File: src/rtl/fpadd_pkg.sv
`timescale 1ns/1ps
package fpadd_pkg;
   // operand category after decode; zero is a finite value with a null significand
   typedef enum logic [1:0] {
      OPK_FINITE = 2'd0,
      OPK_INF    = 2'd1,
      OPK_QNAN   = 2'd2,
      OPK_SNAN   = 2'd3
   } opkind_e;
endpackage

File: src/rtl/fpadd_classify.sv
`timescale 1ns/1ps
module fpadd_classify
   import fpadd_pkg::*;
#(
   parameter int EXP_W  = 8,
   parameter int FRAC_W = 23
) (
   input  logic [EXP_W+FRAC_W:0] word_i,
   output opkind_e               kind_o,
   output logic                  sign_o,
   output logic [EXP_W-1:0]      exp_o,
   output logic [FRAC_W:0]       sig_o
);
   logic [EXP_W-1:0]  efld;
   logic [FRAC_W-1:0] frac;
   logic              e_max, e_zero;

   assign efld   = word_i[EXP_W+FRAC_W-1:FRAC_W];
   assign frac   = word_i[FRAC_W-1:0];
   assign e_max  = &efld;
   assign e_zero = ~|efld;
   assign sign_o = word_i[EXP_W+FRAC_W];
   // subnormals share the exponent of the smallest normal, hidden bit cleared
   assign exp_o  = e_zero ? EXP_W'(1) : efld;
   assign sig_o  = {~e_zero, frac};

   always_comb begin
      if (!e_max)                kind_o = OPK_FINITE;
      else if (frac == '0)       kind_o = OPK_INF;
      else if (frac[FRAC_W-1])   kind_o = OPK_QNAN;
      else                       kind_o = OPK_SNAN;
   end
endmodule

File: src/rtl/fpadd_align_sum.sv
`timescale 1ns/1ps
module fpadd_align_sum #(
   parameter int EXP_W  = 8,
   parameter int FRAC_W = 23,
   localparam int SW    = FRAC_W + 1,
   localparam int SUMW  = SW + 4
) (
   input  logic             sign_a_i,
   input  logic [EXP_W-1:0] exp_a_i,
   input  logic [SW-1:0]    sig_a_i,
   input  logic             sign_b_i,   // already the effective sign
   input  logic [EXP_W-1:0] exp_b_i,
   input  logic [SW-1:0]    sig_b_i,
   output logic             big_sign_o,
   output logic [EXP_W-1:0] big_exp_o,
   output logic [SUMW-1:0]  sum_o
);
   localparam int WIDE = 2*SW + 2;

   logic             a_ge, eff_sub;
   logic [EXP_W-1:0] exp_y, diff;
   logic [SW-1:0]    sig_x, sig_y;
   logic [WIDE-1:0]  y_wide, y_sh;
   logic [SW+2:0]    x_ext, y_ext;
   int unsigned      shamt;

   assign a_ge       = {exp_a_i, sig_a_i} >= {exp_b_i, sig_b_i};
   assign eff_sub    = sign_a_i ^ sign_b_i;
   assign big_sign_o = a_ge ? sign_a_i : sign_b_i;
   assign big_exp_o  = a_ge ? exp_a_i  : exp_b_i;
   assign exp_y      = a_ge ? exp_b_i  : exp_a_i;
   assign sig_x      = a_ge ? sig_a_i  : sig_b_i;
   assign sig_y      = a_ge ? sig_b_i  : sig_a_i;
   assign diff       = big_exp_o - exp_y;

   // beyond SW+2 places every bit of the smaller significand lands in sticky
   assign shamt  = (int'(diff) > SW + 2) ? SW + 2 : int'(diff);
   assign y_wide = {sig_y, {(SW+2){1'b0}}};
   assign y_sh   = y_wide >> shamt;
   assign y_ext  = {y_sh[WIDE-1:SW], |y_sh[SW-1:0]};
   assign x_ext  = {sig_x, 3'b000};

   assign sum_o = eff_sub ? ({1'b0, x_ext} - {1'b0, y_ext})
                          : ({1'b0, x_ext} + {1'b0, y_ext});
endmodule

File: src/rtl/fpadd_norm_round.sv
`timescale 1ns/1ps
module fpadd_norm_round #(
   parameter int EXP_W  = 8,
   parameter int FRAC_W = 23,
   localparam int SW    = FRAC_W + 1,
   localparam int NW    = SW + 3,
   localparam int SUMW  = SW + 4
) (
   input  logic [SUMW-1:0]         sum_i,
   input  logic [EXP_W-1:0]        exp_i,
   output logic [EXP_W+FRAC_W-1:0] mag_o,
   output logic                    inexact_o,
   output logic                    ovf_o
);
   localparam int EW1  = EXP_W + 1;
   localparam int PKW  = EXP_W + FRAC_W + 1;
   localparam int EMAX = (1 << EXP_W) - 1;

   logic [EXP_W:0]   lz, lim, sh, e, efield;
   logic [NW-1:0]    n;
   logic             g, r, st, rup;
   logic [PKW-1:0]   pk;

   // leading-zero count over the non-carry part of the sum
   always_comb begin
      lz = EW1'(NW);
      for (int i = 0; i < NW; i++)
         if (sum_i[i]) lz = EW1'(NW - 1 - i);
   end

   assign lim = {1'b0, exp_i} - EW1'(1);

   always_comb begin
      sh = '0;
      if (sum_i[NW]) begin
         n = {sum_i[NW:2], sum_i[1] | sum_i[0]};
         e = {1'b0, exp_i} + EW1'(1);
      end else begin
         // the clamp stops normalisation at the subnormal boundary
         sh = (lz > lim) ? lim : lz;
         n  = sum_i[NW-1:0] << sh;
         e  = {1'b0, exp_i} - sh;
      end
   end

   assign efield = n[NW-1] ? e : '0;
   assign g      = n[2];
   assign r      = n[1];
   assign st     = n[0];
   assign rup    = g & (r | st | n[3]);
   // one increment covers fraction carry into exponent and subnormal to normal
   assign pk     = {efield, n[NW-2:3]} + PKW'(rup);
   assign ovf_o  = pk[PKW-1:FRAC_W] >= EW1'(EMAX);
   assign inexact_o = g | r | st | ovf_o;
   assign mag_o  = ovf_o ? {{EXP_W{1'b1}}, {FRAC_W{1'b0}}} : pk[PKW-2:0];
endmodule

File: src/rtl/fpadd_core.sv
`timescale 1ns/1ps
module fpadd_core
   import fpadd_pkg::*;
#(
   parameter int EXP_W   = 8,
   parameter int FRAC_W  = 23,
   parameter bit REG_OUT = 1'b1,
   localparam int TW     = 1 + EXP_W + FRAC_W
) (
   input  logic          clk,
   input  logic          rst_n,
   input  logic [TW-1:0] op_a,
   input  logic [TW-1:0] op_b,
   input  logic          sub_sel,
   output logic [TW-1:0] sum_o,
   output logic          nv_o,
   output logic          dz_o,
   output logic          of_o,
   output logic          uf_o,
   output logic          nx_o
);
   localparam int SW   = FRAC_W + 1;
   localparam int SUMW = SW + 4;
   localparam logic [TW-1:0] QNAN =
      {1'b0, {EXP_W{1'b1}}, 1'b1, {(FRAC_W-1){1'b0}}};

   if (EXP_W < 4 || EXP_W > 15) begin : g_bad_exp
      $error("fpadd_core: EXP_W out of range");
   end
   if (FRAC_W < 3 || $clog2(SW + 4) > EXP_W) begin : g_bad_frac
      $error("fpadd_core: FRAC_W out of range for EXP_W");
   end

   logic [TW-1:0]    word [2];
   opkind_e          kind [2];
   logic             sgn  [2];
   logic [EXP_W-1:0] ex   [2];
   logic [SW-1:0]    sg   [2];

   assign word[0] = op_a;
   assign word[1] = op_b;

   for (genvar k = 0; k < 2; k++) begin : g_cls
      fpadd_classify #(.EXP_W(EXP_W), .FRAC_W(FRAC_W)) u_cls (
         .word_i (word[k]),
         .kind_o (kind[k]),
         .sign_o (sgn[k]),
         .exp_o  (ex[k]),
         .sig_o  (sg[k])
      );
   end

   logic                    sb_eff, big_sign, nx_dp, of_dp;
   logic [EXP_W-1:0]        big_exp;
   logic [SUMW-1:0]         sum_raw;
   logic [EXP_W+FRAC_W-1:0] mag;

   assign sb_eff = sgn[1] ^ sub_sel;

   fpadd_align_sum #(.EXP_W(EXP_W), .FRAC_W(FRAC_W)) u_align (
      .sign_a_i   (sgn[0]),
      .exp_a_i    (ex[0]),
      .sig_a_i    (sg[0]),
      .sign_b_i   (sb_eff),
      .exp_b_i    (ex[1]),
      .sig_b_i    (sg[1]),
      .big_sign_o (big_sign),
      .big_exp_o  (big_exp),
      .sum_o      (sum_raw)
   );

   fpadd_norm_round #(.EXP_W(EXP_W), .FRAC_W(FRAC_W)) u_round (
      .sum_i     (sum_raw),
      .exp_i     (big_exp),
      .mag_o     (mag),
      .inexact_o (nx_dp),
      .ovf_o     (of_dp)
   );

   logic          a_nan, b_nan, any_snan, inf_clash;
   logic [TW-1:0] res_c;
   logic          nv_c, of_c, nx_c;

   assign a_nan     = kind[0] == OPK_QNAN || kind[0] == OPK_SNAN;
   assign b_nan     = kind[1] == OPK_QNAN || kind[1] == OPK_SNAN;
   assign any_snan  = kind[0] == OPK_SNAN || kind[1] == OPK_SNAN;
   assign inf_clash = kind[0] == OPK_INF && kind[1] == OPK_INF && (sgn[0] ^ sb_eff);

   always_comb begin
      nv_c = 1'b0;
      of_c = 1'b0;
      nx_c = 1'b0;
      if (a_nan || b_nan || inf_clash) begin
         res_c = QNAN;
         nv_c  = any_snan || inf_clash;
      end else if (kind[0] == OPK_INF) begin
         res_c = {sgn[0], {EXP_W{1'b1}}, {FRAC_W{1'b0}}};
      end else if (kind[1] == OPK_INF) begin
         res_c = {sb_eff, {EXP_W{1'b1}}, {FRAC_W{1'b0}}};
      end else if (sum_raw == '0) begin
         res_c = {sgn[0] & sb_eff, {(TW-1){1'b0}}};
      end else begin
         res_c = {big_sign, mag};
         of_c  = of_dp;
         nx_c  = nx_dp;
      end
   end

   if (REG_OUT) begin : g_reg
      always_ff @(posedge clk) begin
         if (!rst_n) begin
            sum_o <= '0;
            nv_o  <= 1'b0;
            of_o  <= 1'b0;
            nx_o  <= 1'b0;
         end else begin
            sum_o <= res_c;
            nv_o  <= nv_c;
            of_o  <= of_c;
            nx_o  <= nx_c;
         end
      end
   end else begin : g_comb
      assign sum_o = res_c;
      assign nv_o  = nv_c;
      assign of_o  = of_c;
      assign nx_o  = nx_c;
   end

   assign dz_o = 1'b0;
   assign uf_o = 1'b0;

   logic o_inf, o_sub;
   assign o_inf = &sum_o[TW-2:FRAC_W] && sum_o[FRAC_W-1:0] == '0;
   assign o_sub = sum_o[TW-2:FRAC_W] == '0 && sum_o[FRAC_W-1:0] != '0;

   a_r5_of_implies_nx: assert property (@(posedge clk) disable iff (!rst_n)
      of_o |-> nx_o);
   a_r5_of_gives_inf: assert property (@(posedge clk) disable iff (!rst_n)
      of_o |-> o_inf);
   a_r3_nv_gives_qnan: assert property (@(posedge clk) disable iff (!rst_n)
      nv_o |-> sum_o == QNAN);
   a_r9_exact_inf: assert property (@(posedge clk) disable iff (!rst_n)
      (o_inf && !of_o) |-> !nx_o);
   a_r6_subnormal_exact: assert property (@(posedge clk) disable iff (!rst_n)
      o_sub |-> !nx_o);
endmodule

File: config.mk
export PLATFORM = sky130hd
export DESIGN_NAME = fpadd_core
export DESIGN_NICKNAME = d
export VERILOG_FILES = /design/src/rtl/fpadd_pkg.sv /design/src/rtl/fpadd_classify.sv /design/src/rtl/fpadd_align_sum.sv /design/src/rtl/fpadd_norm_round.sv /design/src/rtl/fpadd_core.sv
export SDC_FILE = /design/constraint.sdc
export NUM_CORES = 1
export LEC_CHECK = 0
export BUFFER_PORTS_ARGS = -buffer_cell sky130_fd_sc_hd__buf_2
export CAP_MARGIN = 30
export CORE_MARGIN = 2
export CORE_UTILIZATION = 43
export DETAILED_ROUTE_END_ITERATION = 10
export PLACE_DENSITY = 0.61
export SKIP_CTS_REPAIR_TIMING = 1
export SYNTH_ARGS = -nofsm -noshare
export SYNTH_HDL_FRONTEND = slang
export SYNTH_HIERARCHICAL = 1
export SYNTH_SLANG_ARGS = --single-unit
File: constraint.sdc
create_clock -name clk -period 36.5 [get_ports clk]
set_input_delay 3.65 -clock clk [delete_from_list [all_inputs] [get_ports clk]]
set_output_delay 3.65 -clock clk [all_outputs]
set_load 0.01 [all_outputs]
==> results of run 1 <==
where the power goes:
part           switching, W  total (W)  internal [W]
combinational      0.000581   0.000896      0.000315
clock             0.0000155  0.0000477     0.0000321
sequential       0.00000229  0.0000541     0.0000518
metrics by stage:
step | hold slack, ns | worst slack (ns) | cells | instance area, um^2 | total power (W)
floorplan | 3.910 | 18.91 | 1994 | 13570 | 0.0006970
global placement | 4.015 | 15.48 | 2355 | 13930 | 0.0009127
detailed placement | 4.016 | 15.70 | 2359 | 13980 | 0.0009202
finish | 3.736 | 15.45 | 2368 | 14160 | 0.0009978
CTS | 3.727 | 15.85 | 2367 | 14150 | 0.0009725
global route | 3.740 | 14.07 | 2368 | 14160 | 0.001067
registers in the layout, indices dropped and copies added (netlist names):
| name | count |
|---|---|
| sum_o | 32 |
| nv_o | 1 |
| nx_o | 1 |
| of_o | 1 |
area by class of cell:
| class | instances | area, um^2 | share of cell area [%] |
|---|---|---|---|
| Tap cell | 402 | 503.0 | 3.552 |
| Timing Repair Buffer | 151 | 900.9 | 6.363 |
| Inverter | 122 | 460.4 | 3.252 |
| Sequential cell | 35 | 700.7 | 4.949 |
| Clock buffer | 5 | 125.1 | 0.8837 |
| Clock inverter | 3 | 43.79 | 0.3093 |
| Multi-Input combinational cell | 1650 | 11420 | 80.69 |
layout by cell type, fill, tap and decap left out, types with 14 or more instances in the layout:
cell	count
sky130_fd_sc_hd__a211oi_1	20
sky130_fd_sc_hd__a21o_1	33
sky130_fd_sc_hd__a21oi_1	173
sky130_fd_sc_hd__a22oi_1	16
sky130_fd_sc_hd__a311oi_2	14
sky130_fd_sc_hd__a31oi_1	33
sky130_fd_sc_hd__and2_1	23
sky130_fd_sc_hd__and2_4	21
sky130_fd_sc_hd__buf_2	101
sky130_fd_sc_hd__buf_4	46
sky130_fd_sc_hd__dfxtp_1	35
sky130_fd_sc_hd__ha_1	99
sky130_fd_sc_hd__inv_1	116
sky130_fd_sc_hd__mux2i_1	38
sky130_fd_sc_hd__nand2_1	194
sky130_fd_sc_hd__nand2b_1	19
sky130_fd_sc_hd__nand3_1	55
sky130_fd_sc_hd__nand4_1	38
sky130_fd_sc_hd__nor2_1	145
sky130_fd_sc_hd__nor2b_1	14
sky130_fd_sc_hd__nor3_1	75
sky130_fd_sc_hd__nor4_1	37
sky130_fd_sc_hd__o211ai_1	30
sky130_fd_sc_hd__o21a_1	21
sky130_fd_sc_hd__o21ai_0	131
sky130_fd_sc_hd__o21bai_1	20
sky130_fd_sc_hd__o22ai_1	35
sky130_fd_sc_hd__o31ai_1	14
sky130_fd_sc_hd__xnor2_1	38
sky130_fd_sc_hd__xor2_1	27
metal layers:
layer	vias to the layer above	track usage [%]	part of all wire [%]
met2	962	52.83	44
met1	7324	40.67	39
met3	226	4.312	8.5
met5	-	0	0
met4	0	22.02	8.1
li1	7324	-	-
kinds of logic after synthesis:
| family | after synthesis |
|---|---|
| multiplexers | 55 |
| AND/OR/NAND/NOR | 717 |
| adder cells (fa/ha/maj) | 101 |
| other | 1 |
| buffers and inverters | 309 |
| flip-flops | 35 |
| XOR/XNOR | 69 |
| AO/OA/AOI/OAI | 706 |
worst max-delay path: cells and delay by family:
kind	cells	cell delay, ns
simple gates	23	5.88
fa+ha+maj	5	1.42
compound gates	31	7.44
mux	1	0.33
xor+xnor	1	0.71
buf+inv	8	1.71
path summary, 6_finish.rpt:
check      from        end  slack [ns]  depth (start not counted)
max    op_b[29]  sum_o[22]       15.45                         69
min       rst_n  sum_o[24]        3.74                          2
==> impl_summary.log, run 1 <==
[metrics] run status: finished clean
[metrics] remaining number of nets flagged by the antenna check after routing: 0
[metrics] Slew @ Worst Pin: 1.062 ns
[metrics] clock transition at the register clock pins on the worst setup and hold paths after CTS: approximately 0.050 ns
[metrics] Setup Total Neg Slack: 0 ns
[metrics] H-tree level count: 2
[metrics] required time of the critical path: about 37 ns
[metrics] top achievable clock speed: 47.51 MHz
[metrics] count of nets after finishing: between 2,000 and 2,500
[metrics] number of diodes: 0
[metrics] Async SR Flop Fraction: 0%
[metrics] most numerous cell in the Yosys netlist: sky130_fd_sc_hd__nand2_1
[metrics] aggregate global-route resource usage: between 30% and 40%
[metrics] number of optimization iterations in the first detailed-route pass: 7
[metrics] vias per inst: about 6.7
[metrics] worst slew slack as a fraction of its limit: between 20% and 30%
[metrics] final number of setup-violating endpoints: 0
[metrics] iteration-0 DRC count of the detailed router: 2,126
[metrics] Post-Synthesis Cell Area: approximately 14,000 um^2
[metrics] max-cap viol count: 0
[metrics] crit share post-route: roughly 58%
[metrics] Final Hold Fails: 0
[metrics] static leakage power: slightly below 6 nW
[metrics] RSZ-0062 raised after global routing: no
[metrics] worst setup path category: in -> reg
[metrics] Core Util, Final: a little under half
[metrics] worst-path fanout max: roughly 40
[metrics] width of the chip: ~180 um
[metrics] layout cell share with drive strength beyond 1: between 15 and 20%
[metrics] wirelength, routed: 55,700 um
[metrics] synthesized-area fraction occupied by ao, oa, aoi and oai cells: a little under two fifths
[metrics] Yosys top cell by area: sky130_fd_sc_hd__ha_1
[metrics] number of buffer cells added on primary ports: around 100
[metrics] grt ovf: 0
[metrics] leading register cell type out of synthesis: sky130_fd_sc_hd__dfxtp_1
[metrics] clock tree from TritonCTS: yes
[metrics] number of library cell types mapped by synthesis: 124
[metrics] TritonCTS sink count: 35
[metrics] slowest stage cell on the critical path: sky130_fd_sc_hd__nor3_2
[metrics] multiplexer area fraction after synthesis: ~4.7%
[metrics] Syn Inst Count: 1,993
[metrics] min cycle time layout: approximately 21 ns
[metrics] vias in the first global route: between 10,000 and 15,000
[metrics] area delta synth->final: 4.372%
[metrics] die area: around 33,000 um^2
[metrics] wire length of the first global-routing pass: around 86,000 um
[metrics] number of slew-limit violations in the final report: 0
[metrics] area share of fa/ha/maj cells after synthesis: about a tenth
[metrics] largest net degree at the start of global routing: 67
[metrics] synth warn: 6
[metrics] placeable core region: 31,310 um^2
[metrics] share of Yosys cell area claimed by the top area cell type: between 9 and 10%
[metrics] post-DP HPWL: 43,500 um
[metrics] Tightest Hold Check Type: in -> reg
[metrics] crit start category: input pin
[metrics] Synth top cells by count: sky130_fd_sc_hd__nand2_1 (195), sky130_fd_sc_hd__a21oi_1 (173), sky130_fd_sc_hd__nor2_1 (145), sky130_fd_sc_hd__o21ai_0 (131), sky130_fd_sc_hd__inv_1 (116)
[metrics] most used cell along the critical path: sky130_fd_sc_hd__a21oi_1
[metrics] effective utilization at floorplan: 43.32%
[metrics] Fill cells: approximately 3,200
[metrics] RePlAce Congestion: ~1.0
[metrics] area share of xor/xnor cells in the synthesized design: under 10%
[metrics] Power Density: 70.47 nW/um^2
[metrics] number of synthesized flops with an enable pin: 0
[metrics] Max Buffers Root-to-Sink: 2
[metrics] floorplan row count: 65
[metrics] DRC violation count after routing: 0
[metrics] initial antenna violation count: 0
[metrics] number of primary I/O pins: between 100 and 150
[metrics] longest individual stage delay on the worst path: slightly below 0.8 ns
[metrics] average cell area after synthesis: between 6 and 7 um^2
[metrics] Seq cells post-synth: 35
[metrics] Num CTS Buffers: 5
[metrics] share of synthesized cell area in and, or, nand and nor gates: approximately 28%
[metrics] Die Ht: between 150 and 200 um
[metrics] endpoint type of the worst setup path: flop
[metrics] buffer type at the clock tree root: sky130_fd_sc_hd__clkbuf_16
[metrics] sequential element share of the synthesized area: between 5 and 6%
[metrics] DR vias: ~16,000
[metrics] average routed wire per standard cell: approximately 24 um
[metrics] Crit path arrival time: 21.26 ns
[metrics] Worst VDD drop: ~0.000046 V
[metrics] combinational family with the most area after synthesis: compound AO/OA/AOI/OAI gates
[metrics] cell types occupying the most area after synthesis: sky130_fd_sc_hd__ha_1 (9.1%), sky130_fd_sc_hd__a21oi_1 (6.4%), sky130_fd_sc_hd__nand2_1 (5.4%)
Note: power is estimated with default switching activity, not from simulation.
==> run 2, diff against run 1 <==
--- a/config.mk
+++ b/config.mk
@@ -5,6 +5,7 @@
 export SDC_FILE = /design/constraint.sdc
 export NUM_CORES = 1
 export LEC_CHECK = 0
+export ABC_AREA = 1
 export BUFFER_PORTS_ARGS = -buffer_cell sky130_fd_sc_hd__buf_2
 export CAP_MARGIN = 30
 export CORE_MARGIN = 2
==> constraint.sdc (replaced) <==
create_clock -name clk -period 20.2 [get_ports clk]
set_input_delay 2.02 -clock clk [delete_from_list [all_inputs] [get_ports clk]]
set_output_delay 2.02 -clock clk [all_outputs]
set_load 0.01 [all_outputs]
==> run 2 against run 1 <==
Via count fell by 2.5%. Sequential power rose by 82%. Area after synthesis fell by 3.1%. Critical path depth rose by 27. Critical endpoint is now sum_o[1].
==> impl_summary.log, run 2 <==
[metrics] run status: finished clean
[metrics] post-DP HPWL: 36,850 um (-15%)
[metrics] endpoint type of the worst setup path: flop
[metrics] crit start category: input pin
[metrics] wire length of the first global-routing pass: 70,480 um (-18%)
[metrics] number of optimization iterations in the first detailed-route pass: 8 (+1)
[metrics] area share of xor/xnor cells in the synthesized design: 3.599% (-0.91 points)
[metrics] vias in the first global route: 13,620 (-8.9%)
[metrics] number of library cell types mapped by synthesis: 64 (-48%)
[metrics] min cycle time layout: between 15 and 20 ns
[metrics] TritonCTS sink count: 35 (unchanged)
[metrics] floorplan row count: 64 (-1.5%)
[metrics] tightest hold margin: 2.106 ns (-1.630 ns)
[metrics] Setup Total Neg Slack: 0 ns (unchanged)
[metrics] Crit path arrival time: 16.62 ns (-4.64 ns)
[metrics] share of Yosys cell area claimed by the top area cell type: 20.94% (+12 points)
[metrics] slowest stage cell on the critical path: sky130_fd_sc_hd__clkinv_1
[metrics] most numerous cell in the Yosys netlist: sky130_fd_sc_hd__nand2_1
[metrics] number of buffer cells added on primary ports: 101 (unchanged)
[metrics] Core Util, Final: 44.42% (-0.80 points)
[metrics] worst-path fanout max: 107 (+160%)
[metrics] Syn Inst Count: 2,475 (+24%)
[metrics] top achievable clock speed: approximately 61 MHz
[metrics] worst setup path category: in -> reg
[metrics] Post-Synthesis Cell Area: 13,140 um^2 (-3.1%)
[metrics] synthesized-area fraction occupied by ao, oa, aoi and oai cells: 10.75% (-26 points)
[metrics] crit share post-route: 81.62%
[metrics] largest reg by FF count: sum_o
[metrics] number of cells on the worst hold path: 3 (+1)
[metrics] buffer type at the clock tree root: sky130_fd_sc_hd__clkbuf_16
[metrics] DRC violation count after routing: 0 (unchanged)
[metrics] leading register cell type out of synthesis: sky130_fd_sc_hd__dfxtp_1
[metrics] Die Ht: 178.8 um (-1.5%)
[metrics] terminating pin of the worst hold path: sum_o[24]
[metrics] wirelength, routed: 44,440 um (-20%)
[metrics] Synth top cells by count: sky130_fd_sc_hd__nand2_1 (733), sky130_fd_sc_hd__nand3_1 (407), sky130_fd_sc_hd__inv_1 (299), sky130_fd_sc_hd__nor2_1 (233), sky130_fd_sc_hd__o21ai_0 (106)
[metrics] flip-flop count of the largest register, all copies and words added: 32 (unchanged)
[metrics] Max Buffers Root-to-Sink: 2 (unchanged)
[metrics] largest net degree at the start of global routing: 108 (+61%)
[metrics] area delta synth->final: 2.580%
[metrics] most frequent cells in the layout: sky130_fd_sc_hd__nand2_1 (733), sky130_fd_sc_hd__nand3_1 (407), sky130_fd_sc_hd__inv_1 (299)
[metrics] die area: 31,970 um^2 (-3.1%)
[metrics] share of synthesized cell area in and, or, nand and nor gates: 54.47% (+26 points)
[metrics] clock transition at the register clock pins on the worst setup and hold paths after CTS: 0.06 ns (about the same)
[metrics] Worst VDD drop: 0.00004878 V (+5.7%)
[metrics] layout cell share with drive strength beyond 1: 10.53% (-4.8 points)
[metrics] iteration-0 DRC count of the detailed router: 1,601 (-25%)
[metrics] worst slew slack as a fraction of its limit: 36.39% (+7.2 points)
[metrics] longest individual stage delay on the worst path: 0.78 ns (about the same)
[metrics] Seq cells post-synth: 35 (unchanged)
[metrics] Async SR Flop Fraction: 0% (unchanged)
[metrics] number of slew-limit violations in the final report: 0 (unchanged)
[metrics] Final Hold Fails: 0 (unchanged)
[metrics] effective utilization at floorplan: 43.30% (about the same)
[metrics] vias per inst: 5.442 (-19%)
[metrics] average cell area after synthesis: 5.310 um^2 (-22%)
[metrics] Fill cells: 3,417 (+6.5%)
[metrics] RSZ-0062 raised after global routing: no
[metrics] H-tree level count: 2 (unchanged)
[metrics] max-cap viol count: 0 (unchanged)
[metrics] multiplexer area fraction after synthesis: 0% (-4.7 points)
[metrics] area share of fa/ha/maj cells after synthesis: 9.731% (+0.30 points)
[metrics] Yosys top cell by area: sky130_fd_sc_hd__nand2_1
[metrics] final number of setup-violating endpoints: 0 (unchanged)
[metrics] placeable core region: 30,350 um^2 (-3.1%)
[metrics] most common cell after layout, fill and taps aside: sky130_fd_sc_hd__nand2_1
[metrics] number of diodes: 0 (unchanged)
[metrics] DR vias: 15,440 (-2.5%)
[metrics] initial antenna violation count: 0 (unchanged)
[metrics] Num CTS Buffers: 5 (unchanged)
[metrics] Slew @ Worst Pin: 0.9497 ns (-0.1118 ns)
[metrics] average routed wire per standard cell: 15.66 um (-33%)
[metrics] count of nets after finishing: 2,608 (+22%)
[metrics] remaining number of nets flagged by the antenna check after routing: 0 (unchanged)
[metrics] combinational family with the most area after synthesis: simple AND/OR/NAND/NOR gates
[metrics] Power Density: 107.4 nW/um^2 (+52%)
[metrics] startpoint of the worst hold path: rst_n
[metrics] grt ovf: 0 (unchanged)
[metrics] sequential element share of the synthesized area: 5.332% (+0.17 points)
[metrics] static leakage power: 7.367 nW (+24%)
[metrics] most used cell along the critical path: sky130_fd_sc_hd__nor2_1
[metrics] synth warn: 6 (unchanged)
[metrics] required time of the critical path: 20.34 ns (-16.37 ns)
[metrics] cell types occupying the most area after synthesis: sky130_fd_sc_hd__nand2_1 (21%), sky130_fd_sc_hd__nand3_1 (16%), sky130_fd_sc_hd__ha_1 (9.4%)
[metrics] width of the chip: 178.8 um (-1.5%)
[metrics] number of synthesized flops with an enable pin: 0 (unchanged)
[metrics] RePlAce Congestion: 0.9961 (-4.1%)
[metrics] clock tree from TritonCTS: yes
[metrics] Tightest Hold Check Type: in -> reg
[metrics] number of primary I/O pins: 104 (unchanged)
[metrics] aggregate global-route resource usage: 27.25% (-5.5 points)
[run 2: cell count changes after synthesis, sizes merged, moves of 41 or more]
cell and delta:
and2 -41, a21oi -86, nor3 -59, nand2 +558, inv +189, nand3 +368, nor4 -44, nor2 +123
[run 2: worst max-delay path by stage]
stage	endpoint	cells past startpoint	start
after global placement	sum_o[0]	94	op_a[27]
after detailed placement	sum_o[0]	96	op_a[24]
final	sum_o[1]	96	op_a[27]
after global routing	sum_o[0]	98	op_a[27]
after CTS	sum_o[1]	96	op_a[24]
after floorplan	sum_o[11]	92	op_a[27]
[run 2: area by class of cell]
| class | count | area (um^2) | area share, % |
|---|---|---|---|
| Multi-Input combinational cell | 1970 | 10340 | 76.68 |
| Clock inverter | 1 | 7.507 | 0.05569 |
| Inverter | 314 | 1184 | 8.780 |
| Sequential cell | 35 | 700.7 | 5.198 |
| Tap cell | 396 | 495.5 | 3.676 |
| Timing Repair Buffer | 114 | 603.1 | 4.474 |
| Clock buffer | 7 | 152.6 | 1.132 |
[run 2: kinds of logic after synthesis]
kind of cell | after synthesis
AND/OR/NAND/NOR | 1559
buffers and inverters | 471
AO/OA/AOI/OAI | 254
adder cells (fa/ha/maj) | 101
XOR/XNOR | 54
flip-flops | 35
other | 1
[run 2: per-layer routing]
metal | vias up | wire length, um | GRT usage, %
li1 | 7848 | - | -
met1 | 6803 | 20830 | 39.34
met2 | 704 | 18770 | 42.04
met3 | 83 | 3654 | 3.859
met4 | 0 | 1177 | 7.114
met5 | - | 0 | 0
[run 2: per-stage QoR]
step | instance area (um^2) | std cells | worst slack [ns] | total power [W]
finish | 13480 | 2837 | 3.712 | 0.001448
global route | 13480 | 2837 | 1.899 | 0.001614
floorplan | 13150 | 2476 | 7.053 | 0.001077
global placement | 13320 | 2829 | 4.113 | 0.001331
CTS | 13480 | 2837 | 3.923 | 0.001428
detailed placement | 13320 | 2829 | 3.663 | 0.001337
[run 2: worst max-delay path, delay by kind of cell]
family / cells / cell delay [ns]
and+or+nand+nor: 64 / 8.17
buffers and inverters: 12 / 2.41
adders and majority gates: 7 / 2.00
AOI/OAI and AO/OA: 11 / 1.62
xor gates and xnor gates: 2 / 0.29
[run 2: report_power, final]
part / internal (W) / switching (W)
logic: 0.000418 / 0.000849
registers: 0.0000937 / 0.00000448
clock network: 0.0000524 / 0.0000305
==> run 3, diff against run 2 <==
--- a/config.mk
+++ b/config.mk
@@ -11,7 +11,7 @@
 export CORE_MARGIN = 2
 export CORE_UTILIZATION = 43
 export DETAILED_ROUTE_END_ITERATION = 10
-export PLACE_DENSITY = 0.61
+export PLACE_DENSITY = 0.64
 export SKIP_CTS_REPAIR_TIMING = 1
 export SYNTH_ARGS = -nofsm -noshare
 export SYNTH_HDL_FRONTEND = slang
==> constraint.sdc (replaced) <==
create_clock -name clk -period 13.95 [get_ports clk]
set_input_delay 1.395 -clock clk [delete_from_list [all_inputs] [get_ports clk]]
set_output_delay 1.395 -clock clk [all_outputs]
set_load 0.01 [all_outputs]
==> run 3 against run 2 <==
Combinational power increased by 57%. Routed wire length is 5.0% higher. First-iteration DRC count fell by 1.5%. Worst hold slack worse by 0.62 ns. Non-clock buffer count is 41 higher. Via count rose by 3.0%. Utilization grew 2.3 points. Clock power is 59% higher. Die area did not move. Sequential cell count unchanged. Sequential power is 45% higher. Cell area up 5.1%. Critical path type unchanged. Critical endpoint is now sum_o[26]. Highest routed layer unchanged.
==> impl_summary.log, run 3 (synthesis gave the netlist of run 2 again) <==
[metrics] Slew @ Worst Pin: 0.9699 ns (+0.02020 ns)
[metrics] min cycle time layout: 13.01 ns
[metrics] buffer type at the clock tree root: sky130_fd_sc_hd__clkbuf_16
[metrics] largest net degree at the start of global routing: 95 (-12%)
[metrics] most common cell after layout, fill and taps aside: sky130_fd_sc_hd__nand2_1
[metrics] Num CTS Buffers: 5 (unchanged)
[metrics] number of buffer cells added on primary ports: 101 (unchanged)
[metrics] Crit path arrival time: 13.18 ns (-3.44 ns)
[metrics] most used cell along the critical path: sky130_fd_sc_hd__nand2_1
[metrics] H-tree level count: 2 (unchanged)
[metrics] Die Ht: 178.8 um (unchanged)
[metrics] remaining number of nets flagged by the antenna check after routing: 0 (unchanged)
[metrics] Tightest Hold Check Type: in -> reg
[metrics] minimum setup slack in the final design: 0.9379 ns (-2.774 ns)
[metrics] Setup Total Neg Slack: 0 ns (unchanged)
[metrics] Power Density: 159.6 nW/um^2 (+49%)
[metrics] static leakage power: 7.667 nW (+4.1%)
[metrics] number of cells on the worst hold path: 3 (unchanged)
[metrics] crit share post-route: just over 90%
[metrics] clock tree from TritonCTS: yes
[metrics] endpoint type of the worst setup path: flop
[metrics] average routed wire per standard cell: 16.18 um (+3.3%)
[metrics] longest individual stage delay on the worst path: 0.37 ns (-0.41 ns)
[metrics] iteration-0 DRC count of the detailed router: 1,577 (-1.5%)
[metrics] placeable core region: 30,350 um^2 (unchanged)
[metrics] flip-flop count of the largest register, all copies and words added: 32 (unchanged)
[metrics] required time of the critical path: 14.11 ns (-6.23 ns)
[metrics] worst setup path category: in -> reg
[metrics] max-cap viol count: 0 (unchanged)
[metrics] number of primary I/O pins: 104 (unchanged)
[metrics] tightest hold margin: 1.486 ns (-0.6200 ns)
[metrics] clock transition at the register clock pins on the worst setup and hold paths after CTS: 0.06 ns (about the same)
[metrics] layout cell share with drive strength beyond 1: 13.75% (+3.2 points)
[metrics] vias per inst: 5.515 (+1.3%)
[metrics] worst-path fanout max: 7 (-93%)
[metrics] crit start category: input pin
[metrics] most frequent cells in the layout: sky130_fd_sc_hd__nand2_1 (731), sky130_fd_sc_hd__nand3_1 (404), sky130_fd_sc_hd__inv_1 (295)
[metrics] number of diodes: 0 (unchanged)
[metrics] Final Hold Fails: 0 (unchanged)
[metrics] post-DP HPWL: 37,440 um (+1.6%)
[metrics] largest reg by FF count: sum_o
[metrics] aggregate global-route resource usage: 27.69% (+0.44 points)
[metrics] TritonCTS sink count: 35 (unchanged)
[metrics] RePlAce Congestion: 0.9651 (-3.1%)
[metrics] number of slew-limit violations in the final report: 0 (unchanged)
[metrics] initial antenna violation count: 0 (unchanged)
[metrics] number of optimization iterations in the first detailed-route pass: 6 (-2)
[metrics] Worst VDD drop: 0.00007709 V (+58%)
[metrics] top achievable clock speed: 76.85 MHz
[metrics] terminating pin of the worst hold path: sum_o[27]
[metrics] area delta synth->final: 7.807%
[metrics] grt ovf: 0 (unchanged)
[metrics] slowest stage cell on the critical path: sky130_fd_sc_hd__ha_1
[metrics] vias in the first global route: 13,800 (+1.4%)
[metrics] DRC violation count after routing: 0 (unchanged)
[metrics] die area: 31,970 um^2 (unchanged)
[metrics] run status: finished clean
[metrics] wire length of the first global-routing pass: 71,600 um (+1.6%)
[metrics] effective utilization at floorplan: 43.30% (unchanged)
[metrics] wirelength, routed: 46,650 um (+5.0%)
[metrics] Max Buffers Root-to-Sink: 2 (unchanged)
[metrics] worst slew slack as a fraction of its limit: 35.04% (-1.4 points)
[metrics] count of nets after finishing: 2,655 (+1.8%)
[metrics] width of the chip: 178.8 um (unchanged)
[metrics] startpoint of the worst hold path: rst_n
[metrics] floorplan row count: 64 (unchanged)
[metrics] DR vias: 15,900 (+3.0%)
[metrics] final number of setup-violating endpoints: 0 (unchanged)
[metrics] Setup Slack @ Placement: -0.1883 ns (-3.851 ns)
[run 3: metal layers]
| layer | wire [um] | global-route usage [%] | up-vias | part of all wire, % |
|---|---|---|---|---|
| met5 | 0 | 0 | - | 0 |
| met4 | 1068 | 4.878 | 0 | 2.3 |
| met3 | 2894 | 3.308 | 82 | 6.2 |
| met2 | 21090 | 45.67 | 655 | 45 |
| met1 | 21600 | 38.86 | 7192 | 46 |
| li1 | - | - | 7975 | - |
[run 3: final cells by class]
| type | count | area [um^2] |
|---|---|---|
| Fill cell | 3330 | 16180 |
| Multi-Input combinational cell | 1976 | 10610 |
| Inverter | 314 | 1210 |
| Timing Repair Buffer | 155 | 977.2 |
| Sequential cell | 35 | 700.7 |
| Tap cell | 396 | 495.5 |
| Clock buffer | 6 | 138.9 |
| Clock inverter | 2 | 35.03 |
[run 3: worst max-delay path, delay by kind of cell]
family	cells	cell delay [ns]
xor gates and xnor gates	2	0.30
and+or+nand+nor	51	5.05
buffers and inverters	17	2.23
adders and majority gates	5	1.47
AOI/OAI and AO/OA	18	2.69
[run 3: worst max-delay path by stage]
stage          startpoint   endpoint  slack, ns  depth (start not counted)
5_1_grt          op_b[29]  sum_o[26]      -0.10                        100
6_report         op_b[29]  sum_o[26]       0.94                         93
3_3_place_gp     op_b[27]   sum_o[0]       0.02                         92
3_5_place_dp     op_b[27]   sum_o[5]      -0.19                         92
2_1_floorplan    op_a[27]  sum_o[11]       1.43                         92
4_1_cts          op_b[27]   sum_o[5]       0.09                         92
[run 3: report_power, final]
part	internal [W]	leakage [nW]	switching (W)
Combinational	0.000686	7.29	0.00130
Clock	0.0000888	0.0868	0.0000431
Sequential	0.000136	0.290	0.00000664
[run 3: through the flow]
stage	util (%)	total power, W	instance area (um^2)	std cells
floorplan	-	0.001560	13150	2476
global placement	44.30	0.001959	13450	2844
detailed placement	44.30	0.001968	13450	2844
CTS	44.88	0.002107	13620	2852
global route	46.68	0.002497	14170	2884
finish	46.68	0.002262	14170	2884
